File: src/rtl/sup_pkg.sv
package sup_pkg;
    typedef enum logic [2:0] {
        ST_OFF,
        ST_SOFTSTART,
        ST_RUN,
        ST_THERMAL,
        ST_LATCHED
    } sup_state_t;

    localparam int FLG_WHI = 0;
    localparam int FLG_WLO = 1;
    localparam int FLG_OV  = 2;
    localparam int FLG_UV  = 3;
    localparam int NUM_FLG = 4;
endpackage

File: src/rtl/sup_deglitch.sv
module sup_deglitch #(
    parameter int CYC = 100
) (
    input  logic clk,
    input  logic rst_n,
    input  logic raw_i,
    output logic flt_o
);
    localparam int CW = $clog2(CYC + 1);

    logic [CW-1:0] cnt;

    always_ff @(posedge clk or negedge rst_n) begin
        if (!rst_n) begin
            cnt   <= '0;
            flt_o <= 1'b0;
        end else if (raw_i != flt_o) begin
            if (cnt == CW'(CYC - 1)) begin
                flt_o <= raw_i;
                cnt   <= '0;
            end else begin
                cnt <= cnt + 1'b1;
            end
        end else begin
            cnt <= '0;
        end
    end

    // counter never reaches the full window without flipping
    assert_cnt_bound_R9: assert property (@(posedge clk) disable iff (!rst_n)
        cnt < CW'(CYC));
    // filtered level only moves toward what the raw input showed
    assert_flip_follows_raw_R9: assert property (@(posedge clk) disable iff (!rst_n)
        (flt_o != $past(flt_o)) |-> ($past(raw_i) == flt_o));
endmodule

File: src/rtl/sup_fsm.sv
module sup_fsm
    import sup_pkg::*;
(
    input  logic clk,
    input  logic rst_n,
    input  logic en_i,
    input  logic uvlo_ok_i,
    input  logic ss_done_i,
    input  logic pg_lvl_i,
    input  logic otp_i,
    input  logic whi_f,
    input  logic wlo_f,
    input  logic ov_f,
    input  logic uv_f,
    output logic run_o,
    output logic ss_rst_o,
    output logic pg_pull_o,
    output logic ls_force_o,
    output logic light_load_ok_o,
    output logic fault_latched_o
);
    sup_state_t state, state_nx;

    always_ff @(posedge clk or negedge rst_n) begin
        if (!rst_n) state <= ST_OFF;
        else        state <= state_nx;
    end

    always_comb begin
        state_nx = state;
        unique case (state)
            ST_OFF: begin
                if (en_i && uvlo_ok_i) state_nx = ST_SOFTSTART;
            end
            ST_SOFTSTART: begin
                if (!en_i || !uvlo_ok_i) state_nx = ST_OFF;
                else if (otp_i)          state_nx = ST_THERMAL;
                else if (ss_done_i)      state_nx = ST_RUN;
            end
            ST_RUN: begin
                if (!en_i || !uvlo_ok_i) state_nx = ST_OFF;
                else if (otp_i)          state_nx = ST_THERMAL;
                else if (uv_f)           state_nx = ST_LATCHED;
            end
            ST_THERMAL: begin
                if (!en_i || !uvlo_ok_i || !otp_i) state_nx = ST_OFF;
            end
            ST_LATCHED: begin
                if (!en_i || !uvlo_ok_i) state_nx = ST_OFF;
            end
            default: state_nx = ST_OFF;
        endcase
    end

    always_comb begin
        run_o           = 1'b0;
        ss_rst_o        = 1'b1;
        pg_pull_o       = 1'b1;
        ls_force_o      = 1'b0;
        light_load_ok_o = 1'b0;
        fault_latched_o = 1'b0;
        unique case (state)
            ST_OFF, ST_THERMAL: ;
            ST_SOFTSTART: begin
                run_o      = 1'b1;
                ss_rst_o   = 1'b0;
                ls_force_o = ov_f;
            end
            ST_RUN: begin
                run_o           = 1'b1;
                ss_rst_o        = 1'b0;
                ls_force_o      = ov_f;
                light_load_ok_o = pg_lvl_i;
                pg_pull_o       = !(pg_lvl_i && !whi_f && !wlo_f);
            end
            ST_LATCHED: fault_latched_o = 1'b1;
            default: ;
        endcase
    end

    // running only follows a cycle with enable and supply good
    assert_start_gate_R1: assert property (@(posedge clk) disable iff (!rst_n)
        run_o |-> $past(en_i && uvlo_ok_i));
    // power good released only while running with level reached, no latch
    assert_pg_release_R3: assert property (@(posedge clk) disable iff (!rst_n)
        !pg_pull_o |-> (run_o && pg_lvl_i && !fault_latched_o));
    // latch entered only from running state on a filtered under-voltage
    assert_latch_cause_R6: assert property (@(posedge clk) disable iff (!rst_n)
        $rose(fault_latched_o) |-> ($past(uv_f) && $past(run_o)));
    // latch clears only through enable or supply loss
    assert_latch_hold_R7: assert property (@(posedge clk) disable iff (!rst_n)
        $fell(fault_latched_o) |-> $past(!en_i || !uvlo_ok_i));
    // thermal exit never resumes running directly
    assert_thermal_restart_R8: assert property (@(posedge clk) disable iff (!rst_n)
        ($past(state) == ST_THERMAL && state != ST_THERMAL) |-> !run_o);
endmodule

File: src/rtl/buck_fault_supervisor.sv
module buck_fault_supervisor
    import sup_pkg::*;
#(
    parameter int FILT_CYC = 100
) (
    input  logic clk,
    input  logic rst_n,
    input  logic en_i,
    input  logic uvlo_ok_i,
    input  logic ss_done_i,
    input  logic pg_lvl_i,
    input  logic win_hi_i,
    input  logic win_lo_i,
    input  logic ovp_i,
    input  logic uvp_i,
    input  logic otp_i,
    output logic run_o,
    output logic ss_rst_o,
    output logic pg_pull_o,
    output logic ls_force_o,
    output logic light_load_ok_o,
    output logic fault_latched_o
);
    logic [NUM_FLG-1:0] raw_flags, flt_flags;

    always_comb begin
        raw_flags          = '0;
        raw_flags[FLG_WHI] = win_hi_i;
        raw_flags[FLG_WLO] = win_lo_i;
        raw_flags[FLG_OV]  = ovp_i;
        raw_flags[FLG_UV]  = uvp_i;
    end

    for (genvar g = 0; g < NUM_FLG; g++) begin : g_filt
        sup_deglitch #(.CYC(FILT_CYC)) u_filt (
            .clk   (clk),
            .rst_n (rst_n),
            .raw_i (raw_flags[g]),
            .flt_o (flt_flags[g])
        );
    end

    sup_fsm u_fsm (
        .clk             (clk),
        .rst_n           (rst_n),
        .en_i            (en_i),
        .uvlo_ok_i       (uvlo_ok_i),
        .ss_done_i       (ss_done_i),
        .pg_lvl_i        (pg_lvl_i),
        .otp_i           (otp_i),
        .whi_f           (flt_flags[FLG_WHI]),
        .wlo_f           (flt_flags[FLG_WLO]),
        .ov_f            (flt_flags[FLG_OV]),
        .uv_f            (flt_flags[FLG_UV]),
        .run_o           (run_o),
        .ss_rst_o        (ss_rst_o),
        .pg_pull_o       (pg_pull_o),
        .ls_force_o      (ls_force_o),
        .light_load_ok_o (light_load_ok_o),
        .fault_latched_o (fault_latched_o)
    );
endmodule

File: config.mk
export PLATFORM = sky130hd
export DESIGN_NAME = buck_fault_supervisor
export DESIGN_NICKNAME = d
export VERILOG_FILES = /design/src/rtl/sup_pkg.sv /design/src/rtl/sup_deglitch.sv /design/src/rtl/sup_fsm.sv /design/src/rtl/buck_fault_supervisor.sv
export SDC_FILE = /design/constraint.sdc
export NUM_CORES = 1
export LEC_CHECK = 0
export ABC_AREA = 1
export BUFFER_PORTS_ARGS = -buffer_cell sky130_fd_sc_hd__buf_2
export CAP_MARGIN = 20
export CORE_MARGIN = 2
export CORE_UTILIZATION = 52
export CTS_BUF_LIST = sky130_fd_sc_hd__clkbuf_8 sky130_fd_sc_hd__clkbuf_16
export DETAILED_ROUTE_END_ITERATION = 7
export PLACE_DENSITY = 0.75
export SETUP_SLACK_MARGIN = 0.1
export SYNTH_ARGS = -nofsm -noshare
export SYNTH_HDL_FRONTEND = slang
export SYNTH_SLANG_ARGS = --single-unit
File: constraint.sdc
create_clock -name clk -period 1.15 [get_ports clk]
set_clock_uncertainty 0.05 [all_clocks]
set_input_delay 0.1725 -clock clk [delete_from_list [all_inputs] [get_ports clk]]
set_output_delay 0.1725 -clock clk [all_outputs]
set_load 0.01 [all_outputs]
Yosys cells after proc, flatten, opt, wreduce, memory -nomap -nowiden
Index checks and enable logic that the tools add are counted.
- bits in registers: 35
- bits in latches: 0
- RAM bits: 0
- memory bits (read-only): 0
- bits of input ports: 11
- output and inout port bits: 6
- logic and storage cells: 72
- memories: 0
- add/sub/neg operators: 4
- multipliers: 0
- div/mod/pow operators: 0
- $lt $le $gt $ge: 0
- eq/ne operators: 17
- shifts and indexed selects: 0
- multiplexer cells: 24
- bitwise gates (word level): 0
- reduce and logical (&&, ||, !) cells: 18
- operators with widths (operator ; number):
    $mux W7 ; 8
    $add A7 B1 Y7 const B ; 4
    $eq A7 B7 Y1 const B ; 4
    $mux W3 ; 9
    $pmux W3 S5 ; 1
    $ne A4 B3 Y1 const B ; 2
    $reduce_and A2 Y1 ; 4
    $eq A3 B2 Y1 const B ; 2
    $logic_not A1 Y1 ; 6
    $mux W1 ; 6
    $ne A2 B1 Y1 const B ; 3
    $reduce_and A5 Y1 ; 1
    $ne A1 B1 Y1 ; 4
    $eq A3 B1 Y1 const B ; 1
    $eq A3 B3 Y1 const B ; 1
    $logic_and A1 B1 Y1 ; 3
    $logic_not A3 Y1 ; 1
    $logic_or A1 B1 Y1 ; 2
    $reduce_or A2 Y1 ; 1

Longest topological paths before layout
Gate-level depths: netlist of run 1.
- depth in word-level cells: 5
- depth in mapped cells: 8
- gate-level depth less buffers: 7

By module
From an unflattened synthesis of run 1, not the netlist that was laid out.
- cells, all modules: 232
- area, all modules: 1914.3 µm²
- modules (own cells, without submodules) (module ; instances ; cells an instance ; area each (µm²) ; sequential area each (µm²)):
    sup_deglitch ; 4 ; 43 ; 386.6 ; 200.2
    sup_fsm ; 1 ; 60 ; 367.9 ; 75.1

Worst setup path after synthesis of run 1
Ideal clock, no wire load.
- kind: flip-flop to output port
- start point: reg u_fsm.state[1]
- end point: out ls_force_o
- arrival time: 1017 ps
- required time: 928 ps
- setup slack: -90 ps
- stages on the path, launching flop included: 7
- path buffers: 1
- path through: dfrtp_1 -> buf_6 -> nor2_2 -> nand2_2 -> nand2_1 -> inv_2 -> nor2_1
- cells in the longest elaborated chain, start to end: 3
- elaborated cells on any way between the ends: 4
- classes of those cells: eq/ne (2); mux (1); reduce/logical (1)
- RTL lines (what ; line ; text):
    start: declaration ; sup_fsm.sv:22 ; sup_state_t state, state_nx;
    start signal: assignment ; sup_fsm.sv:26 ; else state <= state_nx;
    $eq A3 B1 Y1 or $eq A3 B2 Y1 (tied branches) ; sup_fsm.sv:62 ; unique case (state)
    $reduce_or A2 Y1 (no line) * ; -- ;
    $mux W1 * ; sup_fsm.sv:62 ;
    end: declaration ; buck_fault_supervisor.sv:20 ; output logic ls_force_o,
Mark *: on every way between the ends. The rest lies on a longest branch, timed or not.

Worst setup path in the final report of run 1
- start point: reg u_fsm.state[0]
- end point: out pg_pull_o
- cells in the longest elaborated chain, start to end: 2
- RTL lines (what ; line ; text):
    $eq A3 B2 Y1 ; sup_fsm.sv:62 ;
    $mux W1 ; sup_fsm.sv:62 ;
    end: declaration ; buck_fault_supervisor.sv:19 ; output logic pg_pull_o,
No other way between the ends.

==> results by group, run 1 <==
Outcome
  – Run status: finished, violations left
  – Failing checks: negative setup slack

STA
  – Unrepaired setup endpoints after global routing: true
  – Endpoints failing setup: 15
  – TNS Setup: -2770 ps
  – Final worst path period share: 131%
  – Fin. Hold Viols: 0
  – Max transition margin: 77.5%
  – FMAX: 666 MHz
  – Fin. max-slew vios: 0
  – Fin worst setup slack: -351 ps
  – Post-route minimum period: 1500 ps
  – Worst Tran Pin Value: 338 ps

Floorplanning
  – Die Ht: 63.5 um
  – # IOs: 17
  – # rows: 21
  – Starting density of the core: 54.7%
  – CORE AREA: 3360 um2
  – Die footprint: 4030 um2
  – Die width: 63.5 um

Finish
  – Layout cell share with drive strength beyond 1: 44.2%
  – # diodes: 0
  – Commonest non-fill, non-tap cells in the layout: 39 x nor2_1, 31 x dfrtp_1, 27 x nand2_1, 25 x inv_1, 25 x buf_4
  – Post-layout util: 79.9%
  – Commonest non-fill, non-tap cell in the layout: nor2_1
  – Final Cell Area: 2690 um2
  – Synth-to-layout area growth: 46.0%
  – Fin cells: 340
  – Final nets: 308

Worst setup path
  – CP Depth: 5
  – R2R Setup Slk: -230 ps
  – Worst Path Class, Setup: reg -> out
  – Crit-path max FO: 3
  – Arr. time, crit path: 1280 ps
  – Critical-path cell list: inv_2 > nand3_4 > nor2_4 > nand2_2 > buf_6
  – Worst path bufs/invs: 2
  – Slowest CP cell: dfrtp_1
  – Worst Reg-to-Reg Cells: 6
  – CP startpoint kind: flip-flop
  – Data required, critical path: 930 ps
  – Worst path top cell family by delay: flip-flops
  – Crit-path max cell delay: 410 ps
  – Worst setup EP type: output port

CTS
  – Clock tree sinks: 35
  – Clock latency on the worst-skew pair: 290 ps
  – Root Buffer: clkbuf_8
  – CTS tree: built
  – CTS buffer count: 5
  – Clock transition at path regs: 70 ps
  – Clock Path Buffers: 2
  – Htree depth: 2

Min path
  – Hold crit path type: in -> reg
  – Hold Crit Depth: 3

Power
  – Leak: 1.25 nW
  – PwrDens: 1330 nW/um2
  – Switching pwr: 1.15 mW
  – Int Pwr: 2.41 mW
  – Seq pwr share: 39.9%
  – Maximum VDD drop: 1.49 mV
  – Switching Share: 32.3%
  – Combinational power share: 32.6%
  – Power share of the clock group: 27.5%

Placed design
  – DP HPWL: 2670 um
  – Placed cell areas: 2190 um2
  – Port bufs: 16
  – Routability Congestion: 0.884
  – Cells after DPL: 310

Global route
  – Vias in the first global route: 1,685
  – GRT Total Usage: 23.1%
  – Antenna violations before repair: 0
  – Overflow after GRT: 0
  – First-pass GRT wire length: 7280 um
  – Largest net degree at the start of global routing: 24

Detailed routing
  – Routed via count: 1,765
  – Drt via density: 5.19
  – DR WL/cell: 13.8 um
  – DRC Markers: 0
  – Post-route ant nets: 0
  – DRT Pass-1 Iters: 4
  – Post-Route WL: 4700 um
  – Initial DRC Count: 71

Synth
  – Post-Syn Nets: 245
  – YS warnings: 0
  – Syn Inst Count: 230
  – Mapped Area: 1840 um2
  – Unique masters post-synth: 21
  – FF+latch count, synth: 35
  – Sequential fraction of the synthesis area: 47.6%
  – Avg Inst Size Synth: 8.00 um2

Run
  – Max Cap Viol: 0
## per-layer routing
| layer | up-vias | track usage (%) | share of wire, % |
|---|---|---|---|
| li1 | 863 | - | - |
| met1 | 829 | 29.9 | 43 |
| met2 | 58 | 37.2 | 49 |
| met3 | 15 | 4.64 | 5.7 |
| met4 | 0 | 10.6 | 2.8 |
| met5 | - | 0 | 0 |
## metrics by stage
step	power, mW	setup slack (ps)	hold slack [ps]
floorplan	1.91	-9.31	-173
global placement	2.17	-60.0	43.7
detailed placement	2.19	-89.4	47.2
CTS	3.37	-311	101
global route	3.74	-404	119
finish	3.56	-351	102
## timing repair
| item | 4_1_cts | 5_1_grt |
|---|---|---|
| buffers inserted | 14 | 11 |
| gates resized for setup | 26 | 35 |
| pin swaps | 30 | 40 |
| hold buffers | 1 | 0 |
| hold endpoints to repair | 12 | 0 |
| endpoints found under the setup margin | 31 | 37 |
## layout make-up
type / instances / area [um2]
fillers: 226 / 677
clock inverters: 1 / 3.75
repair buffers: 57 / 468
inverters: 31 / 116
well taps: 46 / 57.6
multi-input cells: 163 / 1060
flip-flops and latches: 35 / 881
clock buffers: 7 / 96.3
## cell usage after synthesis
library cell | n | area, um2
o21ai_1 | 2 | 10.0
xnor2_1 | 4 | 35.0
a21oi_1 | 7 | 35.0
nor2_1 | 49 | 184
inv_1 | 25 | 93.8
nand2_1 | 40 | 150
o21bai_1 | 1 | 7.51
nand4_1 | 10 | 62.6
nor3_1 | 5 | 25.0
ha_1 | 4 | 50.1
xor2_1 | 8 | 70.1
inv_2 | 5 | 18.8
nor2_2 | 4 | 25.0
clkinv_1 | 1 | 3.75
nor3b_2 | 4 | 50.1
dfrtp_1 | 35 | 876
nand3_2 | 1 | 10.0
o21ai_0 | 6 | 30.0
buf_6 | 1 | 11.3
nand2_2 | 2 | 12.5
nand3_1 | 16 | 80.1
## power by group through the flow
stage	sequential, mW	clock (mW)	combinational [mW]
2_1_floorplan	1.41	0	0.498
3_3_place_gp	1.42	0	0.747
3_5_place_dp	1.42	0	0.763
4_1_cts	1.40	0.989	0.986
5_1_grt	1.43	1.05	1.26
6_report	1.42	0.981	1.16
## flip-flops by register name (all words and copies together), names as in the netlist
signal,count
u_fsm.state,3
g_filt.u_filt.cnt,28
g_filt.u_filt.flt_o,4
## tightest hold or removal path, cell delays in order
cell,delay (ps)
buf_2,110
inv_1,40
o21ai_0,70
## kinds of logic (layout without fill, tap and decap cells)
| kind of cell | count (synthesis) | in the layout | synth area share (%) |
|---|---|---|---|
| flip-flops | 35 | 35 | 47.6 |
| AO/OA/AOI/OAI | 16 | 16 | 4.49 |
| AND/OR/NAND/NOR | 131 | 131 | 32.6 |
| XOR/XNOR | 12 | 12 | 5.71 |
| buffers and inverters | 32 | 96 | 6.93 |
| adder cells (fa/ha/maj) | 4 | 4 | 2.72 |
## worst paths after layout
check                                       startpoint                 endpoint
max in group asynchronous                        rst_n           u_fsm.state[1]
worst min-delay path                          win_hi_i   g_filt[0].u_filt.flt_o
worst max-delay path                    u_fsm.state[0]                pg_pull_o
worst max register to register          u_fsm.state[0]           u_fsm.state[2]
worst min register to register  g_filt[0].u_filt.flt_o   g_filt[0].u_filt.flt_o
min in group asynchronous                        rst_n  g_filt[1].u_filt.cnt[2]
No activity file was read; power rests on OpenSTA's default activity.
==> inputs of run 2 (changes only) <==
--- a/config.mk
+++ b/config.mk
@@ -8,12 +8,12 @@
 export ABC_AREA = 1
 export BUFFER_PORTS_ARGS = -buffer_cell sky130_fd_sc_hd__buf_2
 export CAP_MARGIN = 20
-export CORE_MARGIN = 2
-export CORE_UTILIZATION = 52
+export CORE_UTILIZATION = 53
 export CTS_BUF_LIST = sky130_fd_sc_hd__clkbuf_8 sky130_fd_sc_hd__clkbuf_16
 export DETAILED_ROUTE_END_ITERATION = 7
-export PLACE_DENSITY = 0.75
+export PLACE_DENSITY = 0.76
 export SETUP_SLACK_MARGIN = 0.1
 export SYNTH_ARGS = -nofsm -noshare
 export SYNTH_HDL_FRONTEND = slang
+export SYNTH_HIERARCHICAL = 1
 export SYNTH_SLANG_ARGS = --single-unit
==> run 2 against run 1 <==
Against the previous run: the flow still finishes with violations (negative setup slack); sequential share of layout area down 2.6 points; hold slack better by 37 ps; clock power up 38%; die area down 4.3%; via count up 4.1%; combinational power up 19%; worst setup slack better by 27 ps; first-iteration DRC count up 25%; fmax up 1.8%; register-to-register slack about the same; cell area up 9.1%.
==> results by group, run 2 <==
Finish
  – Commonest non-fill, non-tap cell in the layout: dfrtp_1
  – Final nets: 297
  – Reg area: 886 um2
  – Commonest non-fill, non-tap cells in the layout: 27 x dfrtp_1, 25 x nor2_2, 23 x nand2_1, 23 x buf_4, 20 x inv_1
  – Fin cells: 329
  – Post-layout util: 86.5%
  – Layout cell share with drive strength beyond 1: 59.7%
  – Largest register by flop count: g_filt.u_filt/cnt
  – Synth-to-layout area growth: 53.1%
  – # diodes: 0
  – Area of the multi-input gates: 1410 um2
  – Max reg flops: 28
  – Largest regs: g_filt.u_filt/cnt: 28 flops, g_filt.u_filt/flt_o: 4 flops, u_fsm/state: 3 flops
  – Fill count: 165

Synth
  – EDFF count, synth: 0
  – FFs w/ async S/R, synth: 100%
  – Cell with the most instances after synthesis: nor2_1
  – Sequential fraction of the synthesis area: 45.8%
  – Share of the synthesized area in the top cell type: 45.8%
  – FF+latch count, synth: 35
  – Syn Inst Count: 232
  – Post-synth top cells: 43 x nor2_1, 35 x dfrtp_1, 35 x nand2_1, 29 x inv_1, 17 x nand3_1
  – YS warnings: 6
  – Largest cells by area after synthesis: dfrtp_1 46%, nor2_1 8.4%, nand2_1 6.9%
  – Post-Syn Nets: 247
  – Mapped Area: 1910 um2
  – Avg Inst Size Synth: 8.25 um2
  – Largest area contributor in the netlist: dfrtp_1
  – Primary FF master, synth: dfrtp_1
  – Unique masters post-synth: 20

Global route
  – Largest net degree at the start of global routing: 27
  – Overflow after GRT: 0
  – Busiest layer in global routing: met2
  – Global Route met1 Usage: 28.4%
  – Antenna violations before repair: 0
  – First-pass GRT wire length: 7560 um
  – GRT met3 Usage: 5.70%
  – Met2 Use GR: 43.7%
  – GRT Total Usage: 25.1%
  – Vias in the first global route: 1,748

CTS
  – Clock transition at path regs: 80 ps
  – Root Buffer: clkbuf_8
  – CTS tree: built
  – Clock latency on the worst-skew pair: 300 ps
  – CTS buffer count: 5
  – Clock Path Buffers: 2
  – Htree depth: 2
  – Clock tree sinks: 35

Floorplanning
  – Starting density of the core: 56.5%
  – CORE AREA: 3390 um2
  – Die width: 62.1 um
  – # rows: 21
  – Die Ht: 62.1 um
  – Die footprint: 3860 um2
  – # IOs: 17

Worst setup path
  – Crit-path max FO: 4
  – Worst setup EP type: output port
  – Slowest CP cell: dfrtp_2
  – Arr. time, crit path: 1250 ps
  – Data required, critical path: 930 ps
  – Crit-path max cell delay: 460 ps
  – Worst Path Class, Setup: reg -> out
  – Critical-path cell list: inv_2 > nand3_4 > nand2_4 > inv_4 > nor2_4 > buf_6
  – Worst Reg-to-Reg Cells: 7
  – CP startpoint kind: flip-flop

Detailed routing
  – DR WL/cell: 17.8 um
  – Initial DRC Count: 89
  – DRT Pass-1 Iters: 4
  – Post-Route WL: 5870 um
  – Routed via count: 1,837
  – Drt via density: 5.58
  – Post-route ant nets: 0
  – DRC Markers: 0

STA
  – Post-route minimum period: 1470 ps
  – Endpoints failing setup: 33
  – Fin. Hold Viols: 0
  – Max transition margin: 76.9%
  – Unrepaired setup endpoints after global routing: true
  – Final worst path period share: 128%
  – FMAX: 678 MHz
  – Fin worst setup slack: -325 ps
  – Fin. max-slew vios: 0
  – Worst Tran Pin Value: 347 ps

Power
  – Maximum VDD drop: 1.30 mV
  – Leak: 1.28 nW
  – PwrDens: 1410 nW/um2

Outcome
  – Failing checks: negative setup slack
  – Run status: finished, violations left

Run
  – Max Cap Viol: 0

Min path
  – Hold Crit Depth: 3
  – Hold crit path type: in -> reg

Placed design
  – Routability Congestion: 0.842
  – DP HPWL: 2640 um
  – Port bufs: 16
  – Cells after DPL: 311
-- run 2: cell families (layout without fill, tap and decap cells) --
logic type      after synthesis  in the layout  synth area share, %
flops                        35             35                 45.8
xor+xnor                     16             16                 7.32
buf+inv                      33             84                 6.47
simple gates                123            123                 32.1
compound gates               21             21                 5.75
fa+ha+maj                     4              4                 2.61
-- run 2: where the power goes --
part	switching (mW)	internal (mW)
Sequential	0.108	1.30
Clock	0.488	0.865
Combinational	0.737	0.641
-- run 2: final timing paths --
| check | start | to | slack, ps |
|---|---|---|---|
| worst max register to register | u_fsm/state[0] | u_fsm/state[1] | -240 |
| max in group asynchronous | rst_n | g_filt[1].u_filt/cnt[2] | 400 |
| worst max-delay path | u_fsm/state[1] | ls_force_o | -320 |
| worst min register to register | g_filt[0].u_filt/cnt[5] | g_filt[0].u_filt/cnt[5] | 540 |
| worst min-delay path | win_lo_i | g_filt[1].u_filt/flt_o | 140 |
| min in group asynchronous | rst_n | u_fsm/state[0] | 220 |
-- run 2: layout make-up --
cell class / count / share of cell area (%)
timing repair buffer: 43 / 10.8
inverter: 33 / 4.31
clock inverter: 3 / 2.30
tap: 46 / 1.96
multi-input combinational: 164 / 48.0
sequential: 35 / 30.2
clock buffer: 5 / 2.35
-- run 2: per-stage QoR --
| stage | hold slack [ps] | cell area, um2 | setup TNS [ps] | power (mW) | setup slack [ps] |
|---|---|---|---|---|---|
| final | 139 | 2930 | -3060 | 4.14 | -325 |
| after global placement | 3.82 | 2240 | -167 | 2.28 | -56.9 |
| after CTS | 71.8 | 2670 | -2080 | 3.90 | -291 |
| after detailed placement | 11.3 | 2240 | -443 | 2.31 | -99.6 |
| after global routing | 144 | 2930 | -4680 | 4.29 | -362 |
| after floorplan | -173 | 1970 | 0 | 2.01 | 2.42 |
-- run 2: routing by layer --
metal / wire (um) / share of wire (%)
met5: 0 / 0
met4: 217 / 3.7
met3: 320 / 5.5
met2: 3100 / 53
met1: 2230 / 38
-- run 2: timing repair --
| action | 4_1_cts | 5_1_grt |
|---|---|---|
| hold buffers | 1 | 0 |
| pin swaps | 22 | 17 |
| resized for setup | 55 | 60 |
| setup buffers | 8 | 2 |
| endpoints found under the hold margin | 35 | 0 |
| setup endpoints to repair | 41 | 41 |
-- run 2: critical path, delay by kind of cell, from the launching register on --
kind                   cells  cell delay [ps]
flip-flops                 1              460
AND/OR/NAND/NOR            3              250
buffers and inverters      3              240
==> inputs of run 3 (changes only) <==
--- a/config.mk
+++ b/config.mk
@@ -6,7 +6,7 @@
 export NUM_CORES = 1
 export LEC_CHECK = 0
 export ABC_AREA = 1
-export BUFFER_PORTS_ARGS = -buffer_cell sky130_fd_sc_hd__buf_2
+export BUFFER_PORTS_ARGS = -buffer_cell sky130_fd_sc_hd__clkbuf_2
 export CAP_MARGIN = 20
 export CORE_UTILIZATION = 53
 export CTS_BUF_LIST = sky130_fd_sc_hd__clkbuf_8 sky130_fd_sc_hd__clkbuf_16
==> run 3 against run 2 <==
Against the previous run: the flow still finishes with violations (negative setup slack); core utilization is 2.0 points lower; power fell by 3.0%; critical path type unchanged; count of clock-buffer cells in the layout unchanged.
==> results by group, run 3 (same netlist as run 2, synthesis figures left out) <==
Worst setup path
  – Worst Path Class, Setup: reg -> out
  – Crit-path max FO: 4
  – Arr. time, crit path: 1250 ps
  – Worst Reg-to-Reg Cells: 8
  – CP startpoint kind: flip-flop
  – Worst reg2reg path endpoint: u_fsm/state[1]
  – Crit Reg-Reg Startpoint: u_fsm/state[1]
  – Data required, critical path: 930 ps
  – R2R Setup Slk: -290 ps
  – Worst setup EP type: output port
  – Critical Path Source: u_fsm/state[0]

Placed design
  – Port bufs: 16
  – DP HPWL: 2700 um
  – Routability Congestion: 0.906
  – Pre-CTS setup slack: -126 ps

Floorplanning
  – Die width: 62.1 um
  – # IOs: 17
  – Die footprint: 3860 um2
  – CORE AREA: 3390 um2
  – # rows: 21
  – Die Ht: 62.1 um
  – Starting density of the core: 56.5%

Power
  – PwrDens: 1400 nW/um2
  – Switching Share: 33.7%
  – Switching pwr: 1.36 mW
  – Leak: 1.30 nW
  – Power share of the clock group: 27.5%
  – Seq pwr share: 35.1%
  – Combinational power share: 37.4%
  – Maximum VDD drop: 0.939 mV
  – Final Power: 4.02 mW
  – Int Pwr: 2.66 mW

CTS
  – Clock tree sinks: 35
  – Clock Path Buffers: 2
  – CTS buffer count: 5
  – CTS tree: built
  – Htree depth: 2
  – Clock latency on the worst-skew pair: 300 ps
  – Clock transition at path regs: 80 ps
  – Root Buffer: clkbuf_8

Detailed routing
  – DRT Pass-1 Iters: 4
  – Drt via density: 5.54
  – Initial DRC Count: 124
  – DRC Markers: 0
  – Post-route ant nets: 0
  – DR WL/cell: 16.6 um
  – Routed via count: 1,839
  – Post-Route WL: 5510 um

Finish
  – Post-layout util: 84.5%
  – Layout cell share with drive strength beyond 1: 55.9%
  – # diodes: 0
  – Commonest non-fill, non-tap cells in the layout: 32 x dfrtp_1, 26 x buf_4, 23 x nand2_1, 21 x nor2_2, 19 x inv_1
  – Synth-to-layout area growth: 49.6%
  – Final nets: 300
  – Largest register by flop count: g_filt.u_filt/cnt
  – Fill count: 162
  – Commonest non-fill, non-tap cell in the layout: dfrtp_1
  – Largest regs: g_filt.u_filt/cnt: 28 flops, g_filt.u_filt/flt_o: 4 flops, u_fsm/state: 3 flops
  – Max reg flops: 28

Global route
  – Vias in the first global route: 1,728
  – First-pass GRT wire length: 7570 um
  – Largest net degree at the start of global routing: 17
  – Antenna violations before repair: 0
  – GRT Total Usage: 25.5%
  – Overflow after GRT: 0

Min path
  – Hold crit path type: in -> reg
  – Hold Crit Depth: 3
  – Hold path start: ovp_i
  – Hold Crit Endpoint: g_filt[2].u_filt/flt_o

STA
  – Endpoints failing setup: 26
  – FMAX: 681 MHz
  – Fin. Hold Viols: 0
  – Post-route minimum period: 1470 ps
  – TNS Setup: -2970 ps
  – Max transition margin: 74.0%
  – Fin. max-slew vios: 0
  – Worst Tran Pin Value: 389 ps
  – Unrepaired setup endpoints after global routing: true
  – Final worst path period share: 128%
  – Fin worst setup slack: -318 ps

Outcome
  – Failing checks: negative setup slack
  – Run status: finished, violations left

Run
  – Max Cap Viol: 0
## run 3: through the flow
stage | instances | hold WS [ps] | cell area (um2)
after floorplan | 232 | -173 | 1970
final | 332 | 95.6 | 2860
after CTS | 331 | 49.2 | 2590
after detailed placement | 313 | 63.1 | 2250
after global placement | 313 | 58.3 | 2250
after global routing | 332 | 113 | 2860
## run 3: power groups by stage
stage               Clock (mW)  Sequential [mW]  Combinational (mW)
detailed placement           0             1.43               0.918
finish                    1.10             1.41                1.50
floorplan                    0             1.42               0.590
global placement             0             1.42               0.880
global route              1.18             1.42                1.57
CTS                       1.13             1.38                1.16
## run 3: how the worst max path moves through the flow
stage	endpoint	slack (ps)	depth (start not counted)
after floorplan	pg_pull_o	2	4
after global placement	u_fsm/state[1]	-70	7
after detailed placement	u_fsm/state[0]	-130	7
after CTS	ls_force_o	-300	6
after global routing	pg_pull_o	-360	5
final	ls_force_o	-320	6
## run 3: metal layers
metal  routed length [um]  up-vias  share of wire (%)  track usage [%]
met2                 2820       66                 51             44.9
met1                 2190      913                 40             29.0
met4                  245        0                4.4             13.7
li1                     -      838                  -                -
met3                  253       22                4.6             5.33
met5                    0        -                  0                0
## run 3: cell type report
class | instances | area [um2] | area share (%)
multi-input combinational | 164 | 1360 | 47.4
sequential | 35 | 880 | 30.7
timing repair buffer | 46 | 332 | 11.6
inverter | 33 | 126 | 4.41
clock buffer | 5 | 68.8 | 2.40
tap | 46 | 57.6 | 2.01
clock inverter | 3 | 43.8 | 1.53
## run 3: critical path, stage by stage (launching register included)
cell and delay [ps]:
dfrtp_2 450, inv_2 100, nand3_4 90, nand2_4 100, inv_4 40, nor2_4 70, buf_6 100
## run 3: what timing repair did
item / CTS / global route
pin swaps: 19 / 15
hold buffers: 1 / 0
endpoints found under the setup margin: 41 / 41
buffers inserted: 9 / 1
gates resized for setup: 40 / 64
hold endpoints to repair: 14 / 0
